[src/rtl/brk_pkg.sv]
package brk_pkg;

    localparam int DEF_SETS   = 4;
    localparam int DEF_ADDR_W = 24;
    localparam int DEF_BYTE_W = 8;
    localparam int DEF_REG_AW = 8;
    localparam int SET_STRIDE = 4;
    localparam int CTL_ADDR   = 16;
    localparam int ENA_LSB    = 4;
    localparam int NEXT_BIT   = 0;

    typedef struct packed {
        logic pending;
        logic brk_next;
    } brk_state_t;

endpackage

[src/rtl/brk_regfile.sv]
module brk_regfile
    import brk_pkg::*;
#(
    parameter int NUM_SETS = DEF_SETS,
    parameter int ADDR_W   = DEF_ADDR_W,
    parameter int BYTE_W   = DEF_BYTE_W,
    parameter int REG_AW   = DEF_REG_AW
) (
    input  logic                             clk,
    input  logic                             rst_n,
    input  logic                             wr_en,
    input  logic [REG_AW-1:0]                wr_addr,
    input  logic [BYTE_W-1:0]                wr_data,
    output logic [NUM_SETS-1:0][ADDR_W-1:0]  cmp_addr,
    output logic [NUM_SETS-1:0]              set_en,
    output logic                             ctl_wr,
    output logic                             ctl_next
);

    localparam int BYTES_PER_SET = ADDR_W / BYTE_W;
    localparam logic [REG_AW-1:0] CTL_A = REG_AW'(CTL_ADDR);

    typedef struct packed {
        logic [NUM_SETS-1:0][ADDR_W-1:0] addr;
        logic [NUM_SETS-1:0]             en;
    } rf_t;

    rf_t rf_d, rf_q;
    logic ctl_hit;

    always_comb begin
        rf_d    = rf_q;
        ctl_hit = wr_en && (wr_addr == CTL_A);
        for (int s = 0; s < NUM_SETS; s++) begin
            for (int b = 0; b < BYTES_PER_SET; b++) begin
                if (wr_en && (wr_addr == REG_AW'(s * SET_STRIDE + b))) begin
                    rf_d.addr[s][b*BYTE_W +: BYTE_W] = wr_data;
                end
            end
        end
        if (ctl_hit) begin
            rf_d.en = wr_data[ENA_LSB +: NUM_SETS];
        end
    end

    always_ff @(posedge clk or negedge rst_n) begin
        if (!rst_n) begin
            rf_q <= '0;
        end else begin
            rf_q <= rf_d;
        end
    end

    assign cmp_addr = rf_q.addr;
    assign set_en   = rf_q.en;
    assign ctl_wr   = ctl_hit;
    assign ctl_next = wr_data[NEXT_BIT];

endmodule

[src/rtl/brk_cmp.sv]
module brk_cmp
    import brk_pkg::*;
#(
    parameter int NUM_SETS = DEF_SETS,
    parameter int ADDR_W   = DEF_ADDR_W
) (
    input  logic                             fetch_valid,
    input  logic [ADDR_W-1:0]                fetch_addr,
    input  logic [NUM_SETS-1:0][ADDR_W-1:0]  cmp_addr,
    input  logic [NUM_SETS-1:0]              set_en,
    output logic [NUM_SETS-1:0]              hit,
    output logic                             any_hit
);

    for (genvar s = 0; s < NUM_SETS; s++) begin : g_set
        logic eq;
        assign eq     = (fetch_addr == cmp_addr[s]);
        assign hit[s] = fetch_valid && set_en[s] && eq;
    end

    assign any_hit = |hit;

endmodule

[src/rtl/brk_ctl.sv]
module brk_ctl
    import brk_pkg::*;
(
    input  logic clk,
    input  logic rst_n,
    input  logic any_hit,
    input  logic insn_start,
    input  logic insn_end,
    input  logic ctl_wr,
    input  logic ctl_next,
    output logic pending,
    output logic break_req
);

    brk_state_t st_d, st_q;
    logic set_now;
    logic defer;
    logic convert;

    always_comb begin
        st_d    = st_q;
        set_now = any_hit && (insn_start || insn_end);
        defer   = any_hit && !insn_start && !insn_end;
        convert = st_q.pending && insn_end;

        if (defer) begin
            st_d.pending = 1'b1;
        end else if (insn_end) begin
            st_d.pending = 1'b0;
        end

        if (set_now || convert) begin
            st_d.brk_next = 1'b1;
        end else if (ctl_wr) begin
            st_d.brk_next = ctl_next;
        end
    end

    always_ff @(posedge clk or negedge rst_n) begin
        if (!rst_n) begin
            st_q <= '0;
        end else begin
            st_q <= st_d;
        end
    end

    assign pending   = st_q.pending;
    assign break_req = st_q.brk_next;

endmodule

[src/rtl/brk_unit.sv]
module brk_unit
    import brk_pkg::*;
#(
    parameter int NUM_SETS = DEF_SETS,
    parameter int ADDR_W   = DEF_ADDR_W,
    parameter int BYTE_W   = DEF_BYTE_W,
    parameter int REG_AW   = DEF_REG_AW
) (
    input  logic              clk,
    input  logic              rst_n,
    input  logic              wr_en,
    input  logic [REG_AW-1:0] wr_addr,
    input  logic [BYTE_W-1:0] wr_data,
    input  logic              fetch_valid,
    input  logic [ADDR_W-1:0] fetch_addr,
    input  logic              insn_start,
    input  logic              insn_end,
    output logic              break_req
);

    logic [NUM_SETS-1:0][ADDR_W-1:0] cmp_addr_w;
    logic [NUM_SETS-1:0]             set_en_w;
    logic [NUM_SETS-1:0]             hit_w;
    logic                            any_hit_w;
    logic                            ctl_wr_w;
    logic                            ctl_next_w;
    logic                            pending_w;

    brk_regfile #(
        .NUM_SETS (NUM_SETS),
        .ADDR_W   (ADDR_W),
        .BYTE_W   (BYTE_W),
        .REG_AW   (REG_AW)
    ) u_regs (
        .clk      (clk),
        .rst_n    (rst_n),
        .wr_en    (wr_en),
        .wr_addr  (wr_addr),
        .wr_data  (wr_data),
        .cmp_addr (cmp_addr_w),
        .set_en   (set_en_w),
        .ctl_wr   (ctl_wr_w),
        .ctl_next (ctl_next_w)
    );

    brk_cmp #(
        .NUM_SETS (NUM_SETS),
        .ADDR_W   (ADDR_W)
    ) u_cmp (
        .fetch_valid (fetch_valid),
        .fetch_addr  (fetch_addr),
        .cmp_addr    (cmp_addr_w),
        .set_en      (set_en_w),
        .hit         (hit_w),
        .any_hit     (any_hit_w)
    );

    brk_ctl u_ctl (
        .clk        (clk),
        .rst_n      (rst_n),
        .any_hit    (any_hit_w),
        .insn_start (insn_start),
        .insn_end   (insn_end),
        .ctl_wr     (ctl_wr_w),
        .ctl_next   (ctl_next_w),
        .pending    (pending_w),
        .break_req  (break_req)
    );

endmodule

[config.mk]
export PLATFORM = sky130hd
export DESIGN_NAME = brk_unit
export DESIGN_NICKNAME = d
export VERILOG_FILES = /design/src/rtl/brk_pkg.sv /design/src/rtl/brk_regfile.sv /design/src/rtl/brk_cmp.sv /design/src/rtl/brk_ctl.sv /design/src/rtl/brk_unit.sv
export SDC_FILE = /design/constraint.sdc
export NUM_CORES = 1
export LEC_CHECK = 0
export CORE_UTILIZATION = 50
export CTS_CLUSTER_DIAMETER = 200
export CTS_CLUSTER_SIZE = 25
export DETAILED_ROUTE_END_ITERATION = 8
export DONT_BUFFER_PORTS = 1
export HOLD_SLACK_MARGIN = 0.05
export PLACE_DENSITY = 0.68
export SYNTH_ARGS = -nofsm -noshare
export SYNTH_HDL_FRONTEND = slang
export SYNTH_SLANG_ARGS = --single-unit
export TNS_END_PERCENT = 1
[constraint.sdc]
create_clock -name clk -period 1.4 [get_ports clk]
set_clock_uncertainty 0.05 [all_clocks]
set_input_delay 0.21 -clock clk [delete_from_list [all_inputs] [get_ports clk]]
set_output_delay 0.21 -clock clk [all_outputs]
set_load 0.05 [all_outputs]
== Yosys cells after proc, flatten, opt, wreduce, memory -nomap -nowiden ==
Index checks and enable logic that the tools add are counted.
Cells by class
  eq/ne operators: 16
  multiplexer cells: 4
  reductions and logical operators: 33
Operator list (count)
  24-bit equality test: 4
  8-bit by 4-bit equality test with 1-bit output (second input constant): 6
  1-bit logical AND: 25
  8-bit by 3-bit equality test with 1-bit output (second input constant): 3
  8-bit by 1-bit equality test with 1-bit output (second input constant): 1
  8-bit by 2-bit equality test with 1-bit output (second input constant): 1
  8-bit by 5-bit equality test with 1-bit output (second input constant): 1
  8-bit logical NOT: 1
  1-bit 2-to-1 mux: 4
  2-bit nonzero test: 2
  4-bit OR reduction: 1
  1-bit logical NOT: 2
  1-bit logical OR: 2
Storage, ports and cells
  flip-flop bits (word level): 102
  bits of input ports: 46
  output and inout port bits: 1
  logic and storage cells: 68

== Depth between registers and ports, before layout ==
  depth after elaboration: 6
  mapped depth: 6
  gate-level depth less buffers: 6

== Hierarchy ==
A second synthesis with hierarchy kept.
Unflattened totals
  cells, all modules: 378
  area, all modules: 5106.1 sq um
By module, submodules not included
  brk_regfile: times used 1, cells each 236, area each 3912.5 sq um, sequential area each 2502.4 sq um
  brk_cmp: times used 1, cells each 133, area each 1101.1 sq um, sequential area each 0.0 sq um
  brk_ctl: times used 1, cells each 9, area each 92.6 sq um, sequential area each 50.0 sq um

== Least setup slack after synthesis ==
OpenSTA, ideal clock, no wires.
  path type: input -> register
  start point: input port wr_addr[7]
  end point: register u_regs.rf_q, in the netlist u_regs.cmp_addr[42]
  arrival time: 1.795 ns
  data required time: 1.225 ns
  setup slack: -0.570 ns
  stages: 5
  buffers on the path: 0
  cell sequence: or4b_4 nor2_2 nand3b_1 nor3b_4 mux2_2
Between the ends
  longest elaborated chain between the ends: 2
Ends and longest elaborated chain
  start: declaration: line brk_unit.sv:12  | input logic [REG_AW-1:0] wr_addr,
  8-bit by 3-bit equality test with 1-bit output: line brk_regfile.sv:36  | if (wr_en && (wr_addr == REG_AW'(s * SET_STRIDE + b))) begin
  1-bit logical AND: line brk_regfile.sv:36
  end signal: assignment: line brk_regfile.sv:50  | rf_q <= rf_d;
  end: declaration: line brk_regfile.sv:28  | rf_t rf_d, rf_q;
No other way between the ends.
A chain may end at the register's enable or synchronous reset.

== Worst setup path after layout ==
  start point: register u_regs.rf_q, in the netlist u_regs.cmp_addr[59]
  end point: register u_ctl.st_q, in the netlist u_ctl.pending
Between the ends
  longest elaborated chain between the ends: 6
  elaborated cells between the ends (all ways): 7
  those cells by class: eq/ne (1); mux (1); reduce/logical (5)
Ends and longest elaborated chain
  24-bit equality test *: line brk_cmp.sv:17  | assign eq = (fetch_addr == cmp_addr[s]);
  1-bit logical AND *: line brk_cmp.sv:18  | assign hit[s] = fetch_valid && set_en[s] && eq;
  4-bit OR reduction *: line brk_cmp.sv:21  | assign any_hit = |hit;
  1-bit logical AND * (2 in series): line brk_ctl.sv:23  | defer = any_hit && !insn_start && !insn_end;
  1-bit 2-to-1 mux / 2-bit nonzero test (equally long branches)
  end signal: assignment: line brk_ctl.sv:43  | st_q <= st_d;
  end: declaration: line brk_ctl.sv:15  | brk_state_t st_d, st_q;
Every way passes the cells marked *; elsewhere a longest branch is shown, timed or not.

==> impl_metrics.ini <==
[pwr]
finalPower_uw = 5575
power.density_mw_per_mm2 = 908.6
p_leak_uw = 0.002985
ir_worst_vdd_mv = 0.5566

[setup_path]
r2r_end = u_ctl.pending
rrSetupSlack_ns = -0.39
cp-end-kind = flip-flop
worstPathArrival_ns = 2.04
worstReg2RegStart = u_regs.cmp_addr[59]
worstRegToRegCells = 8
cp.required_ns = 1.65
path_cells = xor2_1 -> nor4_2 -> buf_4 -> nand4_1 -> o22ai_2 -> buf_6 -> o21bai_1 -> a21oi_1
path_class = flip-flop to flip-flop
cp_slowest_cell = dfrtp_1
start_kind = flip-flop
crit_fanout = 3
slowest_delay_ns = 0.40

[floorplanning]
dieArea_sq_mm = 0.01052
num_rows = 36
io_pins = 47
die_w_um = 102.5
core_area_sq_mm = 0.009774
die_h_um = 102.5
start_util_pct = 51.72

[layout]
layout_common_cells = dfrtp_1, xor2_1, mux2_4
design_area_sq_mm = 0.006136
area_delta_synth_final_pct = 21.39
drive_gt1_share_pct = 38.81
fin_cells = 554
final_nets = 461
layout_commonest_cell = dfrtp_1

[yosys]
syn_inst = 378
yosys_most_used_dff = dfrtp_1
yosys_warnings = 0
synth_edf_count = 0
synth-async-reset-ratio_pct = 100.0
netlist_area_sq_mm = 0.005055
syn_nets = 424
ys_seq_area_share_pct = 50.50
syn_area_per_cell_sq_um = 13.37
ys_ff_latch = 102
ys_types = 28

[route]
drt_drc_violations_left = 0
ant_nets = 0
routedWlPerCell_um = 23.26
num_vias = 3176
viasPerCell = 5.733
drtIter0Drc = 154
wl_mm = 12.89
dr.pass1.iters = 4

[grt]
grt_start_max_net_pins = 103
grt_pass1_vias = 3340
grt_use_total_pct = 25.91
antenna_found_initial = 1
grt_pass1_wl_mm = 19.11
grt.overflow.total = 0

[sta]
rsz0062_at_grt = true
setup_viol = 99
drv_slew = 0
finalCriticalPeriod_ns = 1.791
fmax_ghz = 0.5584
tns_ns = -14.74
finalCritPeriodShare_pct = 127.9
hold_ws_ns = -0.5245
slew_headroom_pct = 48.63
hold_viol = 102
final.setup.worst_slack_ns = -0.3909
tightest_slew_ns = 0.7680

[clock_tree]
clkSinkCount = 102
clk_transition_reported_paths_ns = 0.10
htreeDepth = 3
root_buffer = clkbuf_8
holdBufCountCts = 10
cts_buffers = 9
cts_tree = built
clk-insertion-delay-late_ns = 0.37
clockBufferDepth = 2

[placed_design]
gp_congestion = 0.8750
placed_area_sq_mm = 0.005474
place.port_buffers = 0
dp_cells = 526
dp_hpwl_mm = 8.580

[run_status]
failed_checks = negative hold slack, negative setup slack
status = finished, violations left

[job]
cap_violations = 0

[hold_path]
worstHoldPathType = input pin to asynchronous set/reset pin
[timing repair]
action	CTS	global route
setup endpoints to repair	98	102
pin swaps	12	10
buffers inserted	0	1
endpoints found under the hold margin	204	102
gates resized for setup	51	41
[routing by layer]
metal  share of wire [%]  vias to the layer above  track usage, %  wire (um)
li1                    -                     1405               -          -
met5                   0                        -               0          0
met2                  47                       92           39.85       6021
met4                 3.8                        0           15.05        493
met3                 4.3                       26           3.932        552
met1                  45                     1653           35.08       5817
[registers in the layout, summed over array words and instances, names as in the netlist]
| register | flops |
|---|---|
| u_regs.cmp_addr | 96 |
| u_regs.set_en | 4 |
| u_ctl.break_req | 1 |
| u_ctl.pending | 1 |
[synth_stat cells, types with 3 or more instances]
master | number | share of area (%)
and3_1 | 4 | 0.49
clkbuf_1 | 10 | 0.74
dfrtp_1 | 102 | 50
mux2_2 | 99 | 22
nand3_1 | 4 | 0.40
nand3b_1 | 3 | 0.45
nand4_1 | 4 | 0.49
nor2_2 | 7 | 0.87
nor3_1 | 4 | 0.40
nor3b_4 | 3 | 1.1
nor4_1 | 21 | 2.6
xnor2_1 | 4 | 0.69
xor2_1 | 92 | 16
[cell families after synthesis]
| kind of cell | share of synthesized area [%] |
|---|---|
| buf+inv | 0.9158 |
| simple gates | 8.762 |
| mux | 22.50 |
| flops | 50.50 |
| compound gates | 0.6930 |
| xor+xnor | 16.63 |
[per-stage QoR]
step | setup slack (ns) | util, %
finish | -0.3909 | 62.78
detailed placement | -0.6249 | 56.00
CTS | -0.3941 | 60.92
global route | -0.4946 | 62.78
global placement | -0.5911 | 56.00
floorplan | -0.5501 | -
[critical path: cells and delay by family, from the launching register on]
family                 cells  cell delay (ns)
AO/OA/AOI/OAI              3             0.37
XOR/XNOR                   1             0.16
buffers and inverters      2             0.31
flip-flops                 1             0.40
AND/OR/NAND/NOR            2             0.45
[final cells by class]
type / count / area [sq um]
clock inverter: 4 / 47.55
sequential: 102 / 2552
clock buffer: 12 / 135.1
antenna: 1 / 2.502
tap: 133 / 166.4
timing repair buffer: 37 / 429.2
multi-input combinational: 264 / 2799
inverter: 1 / 3.754
fill: 744 / 3638
[power breakdown]
part | leakage (uW) | total [uW] | switching, uW | internal [uW]
combinational | 0.00149 | 583 | 250 | 333
clock | 0.0000904 | 1820 | 992 | 825
sequential | 0.00141 | 3180 | 94.6 | 3080
[worst max path at each step]
stage               depth (start not counted)  slack [ns]                 from                   to
CTS                                         8       -0.39  u_regs.cmp_addr[59]        u_ctl.pending
floorplan                                   5       -0.55           wr_addr[7]  u_regs.cmp_addr[42]
finish                                      8       -0.39  u_regs.cmp_addr[59]        u_ctl.pending
global placement                            6       -0.59           wr_addr[7]  u_regs.cmp_addr[42]
detailed placement                          6       -0.62           wr_addr[7]  u_regs.cmp_addr[60]
global route                                8       -0.49   u_regs.cmp_addr[5]        u_ctl.pending
(Power assumes the default switching activity.)
